## config.mk

```make
export PLATFORM = sky130hd
export DESIGN_NAME = dma_act_router
export DESIGN_NICKNAME = d
export VERILOG_FILES = /design/src/rtl/dma_act_pkg.sv /design/src/rtl/dma_act_prio.sv /design/src/rtl/dma_act_claim.sv /design/src/rtl/dma_act_router.sv
export SDC_FILE = /design/constraint.sdc
export NUM_CORES = 1
export LEC_CHECK = 0
export BUFFER_PORTS_ARGS = -buffer_cell sky130_fd_sc_hd__buf_2
export CAP_MARGIN = 10
export CORE_UTILIZATION = 53
export DETAILED_ROUTE_END_ITERATION = 8
export HOLD_SLACK_MARGIN = 0.12
export PLACE_DENSITY_LB_ADDON = 0.2
export SLEW_MARGIN = 20
export SYNTH_ARGS = -nofsm -noshare
export SYNTH_HDL_FRONTEND = slang
export SYNTH_HIERARCHICAL = 1
export SYNTH_SLANG_ARGS = --single-unit
```

## constraint.sdc

```tcl
create_clock -name clk -period 2.61 [get_ports clk]
set_input_delay 0.6525 -clock clk [delete_from_list [all_inputs] [get_ports clk]]
set_output_delay 0.6525 -clock clk [all_outputs]
set_load 0.005 [all_outputs]
```

## src/rtl/dma_act_pkg.sv

```systemverilog
package dma_act_pkg;
    localparam int DEF_NCH  = 4;
    localparam int DEF_NSRC = 8;
    // sources whose flag clears only on data register access
    localparam logic [DEF_NSRC-1:0] DEF_ACC_MASK = 8'b0000_0111;
endpackage

```

## src/rtl/dma_act_prio.sv

```systemverilog
module dma_act_prio #(
    parameter int N = 4
) (
    input  logic [N-1:0] req,
    output logic [N-1:0] gnt
);
    always_comb begin
        gnt = '0;
        for (int i = N - 1; i >= 0; i--) begin
            if (req[i]) gnt = N'(1) << i;
        end
    end
endmodule

```

## src/rtl/dma_act_claim.sv

```systemverilog
module dma_act_claim #(
    parameter int NCH   = 4,
    parameter int NSRC  = 8,
    parameter int SEL_W = 3
) (
    input  logic [NCH*SEL_W-1:0] ch_sel,
    input  logic [NCH-1:0]       ch_en,
    input  logic [NCH-1:0]       ch_steer,
    output logic [NSRC-1:0]      claim_src,
    output logic [NCH-1:0]       lead_ch
);
    always_comb begin
        claim_src = '0;
        lead_ch   = '0;
        for (int c = 0; c < NCH; c++) begin
            if (ch_en[c] && ch_steer[c]) begin
                if (!claim_src[ch_sel[c*SEL_W +: SEL_W]]) lead_ch[c] = 1'b1;
                claim_src[ch_sel[c*SEL_W +: SEL_W]] = 1'b1;
            end
        end
    end
endmodule

```

## src/rtl/dma_act_router.sv

```systemverilog
module dma_act_router
    import dma_act_pkg::*;
#(
    parameter int                NCH      = DEF_NCH,
    parameter int                NSRC     = DEF_NSRC,
    parameter logic [NSRC-1:0]   ACC_MASK = DEF_ACC_MASK,
    localparam int               SEL_W    = (NSRC > 1) ? $clog2(NSRC) : 1
) (
    input  logic                 clk,
    input  logic                 rst_n,
    input  logic [NSRC-1:0]      src_req,
    input  logic [NCH*SEL_W-1:0] ch_sel,
    input  logic [NCH-1:0]       ch_en,
    input  logic [NCH-1:0]       ch_steer,
    input  logic [NCH-1:0]       ch_reg_acc,
    output logic [NCH-1:0]       ch_start,
    output logic [NSRC-1:0]      src_clr,
    output logic [NSRC-1:0]      cpu_req
);
    typedef struct packed {
        logic [NSRC-1:0] prev;
        logic [NCH-1:0]  pend;
        logic [NCH-1:0]  start;
        logic [NSRC-1:0] clr;
    } state_t;

    state_t st_d, st_q;

    logic [NSRC-1:0] claim_src;
    logic [NCH-1:0]  lead_ch;
    logic [NCH-1:0]  pend_act;
    logic [NCH-1:0]  gnt;

    dma_act_claim #(.NCH(NCH), .NSRC(NSRC), .SEL_W(SEL_W)) claim_i (
        .ch_sel    (ch_sel),
        .ch_en     (ch_en),
        .ch_steer  (ch_steer),
        .claim_src (claim_src),
        .lead_ch   (lead_ch)
    );

    assign pend_act = st_q.pend & ch_en;

    dma_act_prio #(.N(NCH)) prio_i (
        .req (pend_act),
        .gnt (gnt)
    );

    always_comb begin
        logic [NSRC-1:0]  rise;
        logic [NCH-1:0]   set;
        logic [SEL_W-1:0] s;
        st_d      = st_q;
        rise      = src_req & ~st_q.prev;
        set       = '0;
        st_d.clr  = '0;
        st_d.prev = src_req;
        for (int c = 0; c < NCH; c++) begin
            s = ch_sel[c*SEL_W +: SEL_W];
            if (ch_en[c] && rise[s]) set[c] = 1'b1;
            // clear at start for ordinary sources, leading steered channel only
            if (gnt[c] && lead_ch[c] && !ACC_MASK[s]) st_d.clr[s] = 1'b1;
            // clear on register access for access-class sources
            if (ch_reg_acc[c] && ch_en[c] && ch_steer[c] && ACC_MASK[s])
                st_d.clr[s] = 1'b1;
        end
        st_d.pend  = (pend_act & ~gnt) | set;
        st_d.start = gnt;
    end

    always_ff @(posedge clk) begin
        if (!rst_n) st_q <= '0;
        else        st_q <= st_d;
    end

    assign ch_start = st_q.start;
    assign src_clr  = st_q.clr;
    assign cpu_req  = src_req & ~claim_src;
endmodule

```

# --- After elaboration in Yosys (flattened, before gate mapping) ---
# Memory sizes are Yosys's and may differ from the RTL's.
# Cells that the tools add are included.
op_classes:
  magnitude_cmp: 8
  n_reduce_logical: 36
  n_mux: 55
  n_bitwise: 18
ops:
  columns: ["operator", "count"]
  rows:
  - ["8-bit 2-to-1 mux", 12]
  - ["8-bit OR", 10]
  - ["1-bit logical AND", 32]
  - ["1-bit 2-to-1 mux", 28]
  - ["1-bit binary-select mux with 3-bit select", 7]
  - ["8-bit bitwise AND", 2]
  - ["3-bit by 4-bit less-than comparator with 1-bit output (second input constant)", 4]
  - ["4-bit 2-to-1 mux", 4]
  - ["8-bit NOT", 2]
  - ["1-bit demux with 3-bit select", 4]
  - ["3-bit by 1-bit >= comparator with 1-bit output (second input constant)", 4]
  - ["4-bit bitwise AND", 2]
  - ["1-bit zero test", 4]
  - ["4-bit NOT", 1]
  - ["4-bit OR", 1]
word_totals:
  rom_bits: 40
  inputBits: 34
  elab_cells: 126
  n_memories: 5
  regBits: 24
  out_inout_bits: 20
memory_table:
  columns: ["memory", "words", "width", "rd", "rd_clocked_by_memory_dff", "wr", "line_no", "text"]
  rows:
  - ["(name not given)", 8, 1, 1, 0, 0, "dma_act_router.sv:64", "if (ch_reg_acc[c] && ch_en[c] && ch_steer[c] && ACC_MASK[s])"]
  - ["(name not given)", 8, 1, 1, 0, 0, "dma_act_router.sv:64", null]
  - ["(name not given)", 8, 1, 1, 0, 0, "dma_act_router.sv:64", null]
  - ["(name not given)", 8, 1, 1, 0, 0, "dma_act_router.sv:64", null]
  - ["(name not given)", 8, 1, 1, 0, 0, "dma_act_claim.sv:17", "if (!claim_src[ch_sel[c*SEL_W +: SEL_W]]) lead_ch[c] = 1'b1;"]

# --- Logic depth before layout (Yosys ltp) ---
# Gate-level depths: netlist of run 1.
logic_depth:
  ltp_word: 22
  depth_mapped: 10

# --- Modules after synthesis ---
# Netlist of run 1, hierarchy kept.
by_module_without_submodules:
  columns: ["mod", "cells_per_inst", "area_per_inst_um2", "instances"]
  rows:
  - ["dma_act_router", 164, 1490.2, 1]
  - ["dma_act_claim", 78, 519.2, 1]
  - ["dma_act_prio", 4, 38.8, 1]

# --- Worst setup path after synthesis of run 1 ---
# Ideal clock, no wire load.
synth_timing:
  path_type: "input-to-output"
  startpoint: "in ch_sel[9]"
  endpoint: "out cpu_req[4]"
  path_buffers: 1
  setup_slack_ps: 382
  stages: 5
  required_time_ps: 1957
  t_arrival_ps: 1576
  cell_sequence: "clkbuf_1 or2_2 nor3b_1 or3_1 nor2b_1"
synth_via:
  elab_chain_len: 8
synth_lines:
  columns: ["element", "line_no", "text"]
  rows:
  - ["start: declaration", "dma_act_router.sv:12", "input logic [NCH*SEL_W-1:0] ch_sel,"]
  - ["3-bit by 4-bit less-than comparator with 1-bit output (implied by the code) / 3-bit by 1-bit >= comparator with 1-bit output (equally long branches)", "dma_act_claim.sv:18", "claim_src[ch_sel[c*SEL_W +: SEL_W]] = 1'b1;"]
  - ["1-bit logical AND (implied by the code)", "dma_act_claim.sv:18", null]
  - ["1-bit 2-to-1 mux (implied by the code)", "dma_act_claim.sv:18", null]
  - ["1-bit demux with 3-bit select *", "dma_act_claim.sv:18", null]
  - ["8-bit OR (no line) *", null, null]
  - ["8-bit 2-to-1 mux *", "dma_act_claim.sv:16", "if (ch_en[c] && ch_steer[c]) begin"]
  - ["net claim_src[4]", "dma_act_router.sv:29", "logic [NSRC-1:0] claim_src;"]
  - ["8-bit NOT *", "dma_act_router.sv:78", "assign cpu_req = src_req & ~claim_src;"]
  - ["8-bit bitwise AND *", "dma_act_router.sv:78", null]
  - ["end: declaration", "dma_act_router.sv:18", "output logic [NSRC-1:0] cpu_req"]
# Mark *: on every way through the listed nets, which the timed path passes. The rest lies on a longest branch.

# --- Worst setup path after layout of run 1 ---
layout_timing:
  startpoint: "in ch_sel[5]"
  endpoint: "out cpu_req[0]"
layout_via:
  elab_chain_len: 12
layout_lines:
  columns: ["element", "line_no"]
  rows:
  - ["3-bit by 4-bit less-than comparator with 1-bit output (implied by the code) / 3-bit by 1-bit >= comparator with 1-bit output (equally long branches)", "dma_act_claim.sv:18"]
  - ["1-bit logical AND (implied by the code)", "dma_act_claim.sv:18"]
  - ["1-bit 2-to-1 mux (implied by the code)", "dma_act_claim.sv:18"]
  - ["1-bit demux with 3-bit select *", null]
  - ["8-bit OR (no line) *", null]
  - ["8-bit 2-to-1 mux *", "dma_act_claim.sv:16"]
  - ["8-bit OR (no line)", null]
  - ["8-bit 2-to-1 mux *", "dma_act_claim.sv:16"]
  - ["8-bit OR (no line)", null]
  - ["8-bit 2-to-1 mux *", "dma_act_claim.sv:16"]
  - ["net claim_src[0]", "dma_act_router.sv:29"]
  - ["8-bit NOT *", "dma_act_router.sv:78"]
  - ["8-bit bitwise AND *", "dma_act_router.sv:78"]
# Marked as above.

==> results of run 1 <==
-- worst register-to-register path, cell delays in order (launching register included) --
cell and delay (ns):
dfxtp_1 0.32, and2_1 0.20, nor4b_2 0.34, nand3_1 0.22
o22ai_1 0.21, a31oi_1 0.06, a21boi_0 0.17
-- cell type report --
cell class | instances | area, µm²
multi-input combinational | 192 | 1400
fill | 370 | 1270
sequential | 24 | 480
timing repair buffer | 69 | 385
tap | 48 | 60.1
clock buffer | 3 | 41.3
clock inverter | 1 | 30.0
inverter | 5 | 18.8
-- cells by family after synthesis --
logic type             synth area share, %
multiplexers                          9.71
buffers and inverters                 8.12
XOR/XNOR                              1.28
AO/OA/AOI/OAI                         20.3
AND/OR/NAND/NOR                       37.1
flip-flops                            23.5
-- through the flow --
step	cell area, µm²	util (%)
floorplan	2050	-
global placement	2350	63.6
detailed placement	2350	63.6
CTS	2420	65.5
global route	2420	65.5
finish	2420	65.5
-- Yosys cell counts (3+ instances only) --
cell,number
and2_1,16
or3_1,3
nand2_1,12
buf_4,13
xnor2_1,3
o22ai_1,12
nand4_1,4
dfxtp_1,24
nor2b_1,20
nor2_1,8
nor3b_1,8
o32ai_1,5
o31a_1,3
clkbuf_1,8
mux4_2,6
o21ai_0,8
a21oi_1,4
a31oi_1,4
inv_1,4
nand2b_1,15
nor3_1,12
buf_2,3
nand4b_1,7
and3_1,3
nand3_1,7
-- power groups by stage --
stage                     clock network (mW)  registers [mW]  logic (mW)
after floorplan                            0           0.391       0.146
final                                  0.337           0.383       0.256
after global placement                     0           0.391       0.248
after detailed placement                   0           0.392       0.250
after CTS                              0.347           0.383       0.251
after global routing                   0.370           0.385       0.276
-- registers in the layout (all words and copies together), names as in the netlist --
signal / flops
ch_start: 4
src_clr: 8
st_q: 12
-- worst paths after layout --
check / from / to / slack [ns] / cells after the start
setup / recovery: ch_sel[5] / cpu_req[0] / 0.14 / 7
hold / removal: src_req[4] / st_q[20] / 0.60 / 2
setup reg to reg: st_q[12] / src_clr[7] / 1.00 / 6
hold reg to reg: st_q[13] / st_q[13] / 0.65 / 3
-- layer usage --
layer	wire length (µm)	share of wire [%]	track usage (%)
met1	2520	43	39.9
met2	2870	48	51.3
met3	388	6.6	3.21
met4	146	2.5	12.2
met5	0	0	0
==> flow_summary.toml, run 1 <==
[grt]
grt.total_usage_pct = 30.6
grt_pass1_vias = 1919
grt_max_degree = 25
antenna_found_initial = 0
grt_pass1_wl_mm = 9.60
grt-ovfl-total = 0

[cells_and_area]
syn_to_final_growth_pct = 18.0
layout_common_cells = "buf_2, dfxtp_1, nor2b_1, and2_1, buf_4"
finalNonFillerCells = 342
final_common_cell = "buf_2"
nets = 329
drive_above_1_share_pct = 31.0
antenna_cells = 0

[worst_setup_path]
worstPathMaxFanout = 4
cp_top_family = "compound AO/OA/AOI/OAI gates"
worst_setup_path_start_kind = "input port"
critPathMaxStageDelay_ns = 0.41
worst-setup-path-type = "input port to primary output"
critPathRequiredTime_ns = 1.96
end_kind = "primary output"
crit_buf_inv = 2
arrival_ns = 1.81
path_cells = "buf_2 -> nand3b_1 -> o32ai_1 -> nor2_1 -> o31ai_1 -> nor2b_1 -> buf_2"
cpMostUsedCell = "buf_2"
crit_slowest_cell = "o32ai_1"

[yosys]
synth_area_leaders = "dfxtp_1, mux4_2, nor2b_1"
synth_warnings = 6
synth-main-ff-cell = "dfxtp_1"
synth-edff-count = 0
synth_cell_type_count = 52
synth_fp_nets = 280
avgSynthCellArea_um2 = 8.33
ys_seq_area_share_pct = 23.5
async_flop_share_pct = 0
syn_inst = 246
netlist_area_um2 = 2050
yosys.area.top_type = "dfxtp_1"
synth-seq-cells = 24
synth_top_area_share_pct = 23.5

[power]
switching_power_mw = 0.275
power_mw = 0.975
power_frac_seq_pct = 39.3
internal_power_mw = 0.700
clockPowerShare_pct = 34.5
powerDensity_nw_per_um2 = 403
switching_share_pct = 28.2
ir_worst_vdd_mv = 0.241
p_leak_nw = 0.989
p_comb_share_pct = 26.2

[floorplan]
dieHeight_um = 64.2
die_w_um = 64.2
rows = 22
die_area_um2 = 4120
core-area_um2 = 3690
start_util_pct = 55.5
pin_count = 54

[clocking]
cts.clk_slew.worst_paths_ns = 0.10
cts-root-buf = "clkbuf_8"
cts_tree = "built"
clock_sinks = 24
cts_buffers = 3
cts_resized = 0
htree_num_levels = 1
clock_latency_ns = 0.27
cts_max_path_buffers = 2
postCtsSetupBuffers = 0
cts_hold_buf = 0

[sta]
finalHoldViolCount = 0
rsz0062_at_grt = "no"
drv_slew = 0
hold_ws_ns = 0.599
setup_viol = 0
period_needed_ns = 2.47
tightestPinTransition_ns = 0.414
slew_headroom_pct = 72.3
fin_skew_ns = 0.0101
fin_crit_sh_pct = 94.5
layout_setup_ws_ns = 0.145
clock.fmax_mhz = 406
setup-tns-final_ns = 0

[place]
dp_cells = 338
place_ws_ns = 0.0316
io_buffers = 53
dpl.hpwl_mm = 4.58
gp_congestion = 1.02

[flow_run]
maxCapViolCount = 0

[route]
first_pass_iters = 5
drt_iter0_markers = 204
ant_nets = 0
drc = 0
wire_per_inst_um = 17.3
viasPerCell = 6.27
routed_wl_mm = 5.92
vias = 2146

[outcome]
status = "completed"

[min_path]
min_path_type = "input port to register"
(Power assumes the default switching activity.)
==> inputs of run 2 (changes only) <==
CORE_UTILIZATION = 51   (was 53)
SYNTH_HIERARCHICAL = default   (was 1)
==> flow_summary.toml, run 2 <==
[yosys]
netlist_area_um2 = 1780
synth-seq-cells = 24
ys_seq_area_share_pct = 27.1
synth_cell_type_count = 50
async_flop_share_pct = 0
synth_warnings = 0
synth-compound-area-share_pct = 23.5
synth_common_cells = "nand2_1, nor2_1, dfxtp_1, buf_4"
synth-xor-area-share_pct = 0
synth-simple-area-share_pct = 36.1
synth-main-ff-cell = "dfxtp_1"
synth_top_area_share_pct = 27.1
synth-edff-count = 0
avgSynthCellArea_um2 = 7.37
synth_top_family_by_area = "simple AND/OR/NAND/NOR gates"
synthMuxAreaShare_pct = 3.74
synth_fa_ha_area_share_pct = 0
syn_inst = 241
synth_area_leaders = "dfxtp_1, nand2_1, nor2_1"
yosys.area.top_type = "dfxtp_1"
synth_fp_nets = 275

[floorplan]
core-area_um2 = 3340
dieHeight_um = 61
pin_count = 54
die_area_um2 = 3720
rows = 21
die_w_um = 61
start_util_pct = 53.2

[clocking]
cts_max_path_buffers = 2
postCtsSetupBuffers = 0
htree_num_levels = 1
cts_buffers = 3
cts-root-buf = "clkbuf_4"
cts.clk_slew.worst_paths_ns = 0.13
clock_sinks = 24
cts_tree = "built"
clock_latency_ns = 0.32

[sta]
rsz0062_at_grt = "no"
setup_viol = 0
tightestPinTransition_ns = 0.470
finalHoldViolCount = 0
slew_headroom_pct = 67.9
clock.fmax_mhz = 396
fin_crit_sh_pct = 96.7
period_needed_ns = 2.52
fin_skew_ns = 0.00266
drv_slew = 0
setup-tns-final_ns = 0

[place]
place_area_um2 = 1990
dpl.hpwl_mm = 4.30
gp_congestion = 0.958
io_buffers = 53

[route]
first_pass_iters = 5
routed_wl_mm = 5.49
vias = 1943
drt_iter0_markers = 134
wire_per_inst_um = 17.0
drc = 0
ant_nets = 0
viasPerCell = 6.02

[cells_and_area]
fin_area_um2 = 2020
largest_register_ffs = 12
drive_above_1_share_pct = 24.9
syn_to_final_growth_pct = 13.6
antenna_cells = 0
layout_common_cells = "buf_2, nand2_1, nor2_1, dfxtp_1"
largest-register = "st_q"
nets = 313
final_common_cell = "buf_2"

[flow_run]
maxCapViolCount = 0

[outcome]
status = "completed"

[worst_setup_path]
arrival_ns = 1.87
worstPathMaxFanout = 12
end_kind = "primary output"
crit_slowest_cell = "a2111oi_0"
critPathRequiredTime_ns = 1.96
worst_setup_path_start_kind = "input port"
critPathMaxStageDelay_ns = 0.45
worst-setup-path-type = "input port to primary output"
cpMostUsedCell = "buf_2"
path_cells = "buf_2 -> nand3b_1 -> o32ai_1 -> a2111oi_0 -> buf_2"

[grt]
grt_max_degree = 17
grt.total_usage_pct = 31.7
antenna_found_initial = 0
grt_pass1_vias = 1646
use_met2_pct = 48.0
top_usage_layer = "met2"
grt-ovfl-total = 0
grtUsageMet1_pct = 44.2
grtUsageMet3_pct = 3.41
grt_pass1_wl_mm = 8.20

[min_path]
min_path_type = "register to register"

[power]
powerDensity_nw_per_um2 = 378
ir_worst_vdd_mv = 0.273
p_leak_nw = 0.852
-- run 2: cell types whose count changed after synthesis, moves of 4 or more --
cell      delta
a21oi_1      +7
nand2_1     +14
nor4_1       +8
nor2_1      +18
nand2b_1     -6
mux4_2       -4
nand4b_1     -7
o22ai_1      -7
nor2b_1     -12
and2_1       -7
-- run 2: cell type report --
| cell class | count | area, µm² |
|---|---|---|
| multi-input combinational | 186 | 1130 |
| timing repair buffer | 58 | 303 |
| tap | 46 | 57.6 |
| sequential | 24 | 480 |
| fill | 331 | 1320 |
| inverter | 6 | 22.5 |
| clock buffer | 3 | 22.5 |
-- run 2: per-layer routing --
layer	vias to the layer above	part of all wire, %
met5	-	0
met4	0	3.4
met3	18	7.9
met2	115	45
met1	864	44
li1	946	-
-- run 2: where the power goes --
part	total, mW	leakage [nW]	internal, mW	switching (mW)
registers	0.386	0.196	0.379	0.00701
clock network	0.168	0.0138	0.0542	0.114
logic	0.208	0.642	0.0829	0.125
total	0.763	0.852	0.516	0.246
-- run 2: path summary, 6_finish.rpt --
check | start | endpoint | slack [ns] | depth (start not counted)
setup / recovery | ch_sel[4] | cpu_req[0] | 0.09 | 5
hold / removal | st_q[14] | st_q[14] | 0.49 | 2
setup reg to reg | st_q[12] | src_clr[7] | 0.79 | 5
hold reg to reg | st_q[14] | st_q[14] | 0.49 | 2
-- run 2: through the flow --
step,total power [mW],hold slack [ns],utilization [%],instances,setup WS [ns]
6_report,0.763,0.491,60.4,323,0.0860
5_1_grt,0.804,0.525,60.4,323,0.0214
4_1_cts,0.764,0.497,60.3,323,0.112
3_5_place_dp,0.597,0.476,59.6,320,0.117
3_3_place_gp,0.597,0.471,59.6,320,0.105
2_1_floorplan,0.520,0.454,-,241,0.397
-- run 2: cells by family (layout without fill, tap and decap cells) --
family | count (synthesis) | after routing
AOI/OAI and AO/OA | 59 | 59
DFF | 24 | 24
and+or+nand+nor | 123 | 123
buffers and inverters | 31 | 67
muxes | 4 | 4
-- run 2: worst max-delay path, delay by kind of cell --
family | cells | cell delay (ns)
compound gates | 2 | 0.56
buf+inv | 2 | 0.40
simple gates | 1 | 0.26
-- run 2: timing repair --
action,in CTS,in global routing
hold buffers,0,0
endpoints found under the setup margin,0,1
gates resized for setup,0,1
==> inputs of run 3 (changes only) <==
ABC_CLOCK_PERIOD_IN_PS = 2610   (was default)
BUFFER_PORTS_ARGS = -buffer_cell sky130_fd_sc_hd__buf_4   (was -buffer_cell sky130_fd_sc_hd__buf_2)
==> flow_summary.toml, run 3 (synthesized netlist as in run 2, its figures left out) <==
[worst_setup_path]
critPathMaxStageDelay_ns = 0.38
worst_setup_path_start_kind = "input port"
path_cells = "buf_4 -> nand3b_1 -> nor2_1 -> a311oi_1 -> o211a_1 -> buf_4"
crit_slowest_cell = "a311oi_1"
reg2reg_depth = 5
arrival_ns = 1.84
rr_endpoint = "src_clr[7]"
worstPathMaxFanout = 12
worst-setup-path-type = "input port to primary output"
cpMostUsedCell = "buf_4"
critPathRequiredTime_ns = 1.96
r2r-start = "st_q[12]"
rrSetupSlack_ns = 0.80
end_kind = "primary output"

[route]
routed_wl_mm = 5.55
wire_per_inst_um = 17.2
viasPerCell = 6.05
drc = 0
drt_iter0_markers = 157
ant_nets = 0
vias = 1953
first_pass_iters = 7

[cells_and_area]
final_common_cell = "buf_4"
drive_above_1_share_pct = 24.5
largest_register_ffs = 12
antenna_cells = 0
regArea_um2 = 480
fillers = 319
finalNonFillerCells = 323
largest-register = "st_q"
nets = 312
syn_to_final_growth_pct = 21.1
multi_input_area_um2 = 1120
layout_common_cells = "buf_4, nand2_1, nor2_1, dfxtp_1"

[clocking]
cts-root-buf = "clkbuf_4"
cts_max_path_buffers = 2
clock_latency_ns = 0.34
cts_hold_buf = 0
cts_resized = 0
cts_tree = "built"
postCtsSetupBuffers = 0
htree_num_levels = 1
cts.clk_slew.worst_paths_ns = 0.15
cts_buffers = 3
clock_sinks = 24

[sta]
clock.fmax_mhz = 401
period_needed_ns = 2.49
finalHoldViolCount = 0
fin_crit_sh_pct = 95.6
hold_ws_ns = 0.496
drv_slew = 0
setup-tns-final_ns = 0
rsz0062_at_grt = "no"
tightestPinTransition_ns = 0.525
fin_skew_ns = 0.00868
setup_viol = 0
slew_headroom_pct = 64.7

[place]
io_buffers = 53
dpl.hpwl_mm = 4.32
gp_congestion = 0.958
dp_cells = 319

[grt]
antenna_found_initial = 0
grt-ovfl-total = 0
grt_pass1_wl_mm = 7.97
grt_pass1_vias = 1614
grt.total_usage_pct = 30.9
grt_max_degree = 18

[power]
p_leak_nw = 0.887
power_mw = 0.826
internal_power_mw = 0.568
switching_share_pct = 31.2
ir_worst_vdd_mv = 0.259
power_frac_seq_pct = 46.8
powerDensity_nw_per_um2 = 384
switching_power_mw = 0.258
p_comb_share_pct = 27.6
clockPowerShare_pct = 25.7

[floorplan]
start_util_pct = 53.2
core-area_um2 = 3340
rows = 21
die_w_um = 61
pin_count = 54
die_area_um2 = 3720
dieHeight_um = 61

[flow_run]
maxCapViolCount = 0

[min_path]
min_path_type = "register to register"
hold_end = "st_q[14]"
hold_start = "st_q[14]"
holdPathStages = 2

[outcome]
status = "completed"
-- run 3: cell types whose count changed in the layout (fill, tap and decap cells not counted), sizes merged --
cell    before  now
buf         58   57
clkbuf       3    4
-- run 3: worst max-delay path by stage --
stage	startpoint	end	slack, ns	cells past startpoint
final	ch_sel[4]	cpu_req[5]	0.12	6
after global routing	ch_sel[4]	cpu_req[5]	0.02	6
after CTS	ch_sel[4]	cpu_req[0]	0.14	5
after detailed placement	ch_sel[4]	cpu_req[0]	0.14	5
after global placement	ch_sel[4]	cpu_req[5]	0.17	6
after floorplan	ch_sel[1]	cpu_req[5]	0.40	5
-- run 3: layer usage --
layer / part of all wire, % / track usage, % / routed length [µm]
met1: 43 / 41.3 / 2360
met2: 44 / 45.8 / 2450
met3: 9.1 / 7.25 / 504
met4: 4.2 / 16.9 / 232
met5: 0 / 0 / 0
-- run 3: through the flow --
stage / setup slack (ns) / utilization (%) / instance area [µm²]
2_1_floorplan: 0.397 / - / 1780
3_3_place_gp: 0.174 / 63.3 / 2110
3_5_place_dp: 0.138 / 63.3 / 2110
4_1_cts: 0.138 / 64.4 / 2150
5_1_grt: 0.0236 / 64.4 / 2150
6_report: 0.116 / 64.4 / 2150
-- run 3: area by class of cell --
| cell class | instances | area share [%] |
|---|---|---|
| Multi-Input combinational cell | 186 | 52.3 |
| Inverter | 6 | 1.05 |
| Sequential cell | 24 | 22.4 |
| Clock buffer | 4 | 1.69 |
| Timing Repair Buffer | 57 | 19.9 |
| Tap cell | 46 | 2.68 |
-- run 3: power groups by stage --
stage               Clock (mW)  Combinational (mW)  Sequential, mW
floorplan                    0               0.128           0.391
finish                   0.212               0.228           0.386
global route             0.228               0.247           0.388
detailed placement           0               0.223           0.395
CTS                      0.210               0.224           0.386
global placement             0               0.223           0.394
-- run 3: worst max-delay path: cells and delay by family --
kind | cells | cell delay [ns]
and+or+nand+nor | 2 | 0.36
AOI/OAI and AO/OA | 2 | 0.59
buffers and inverters | 2 | 0.24
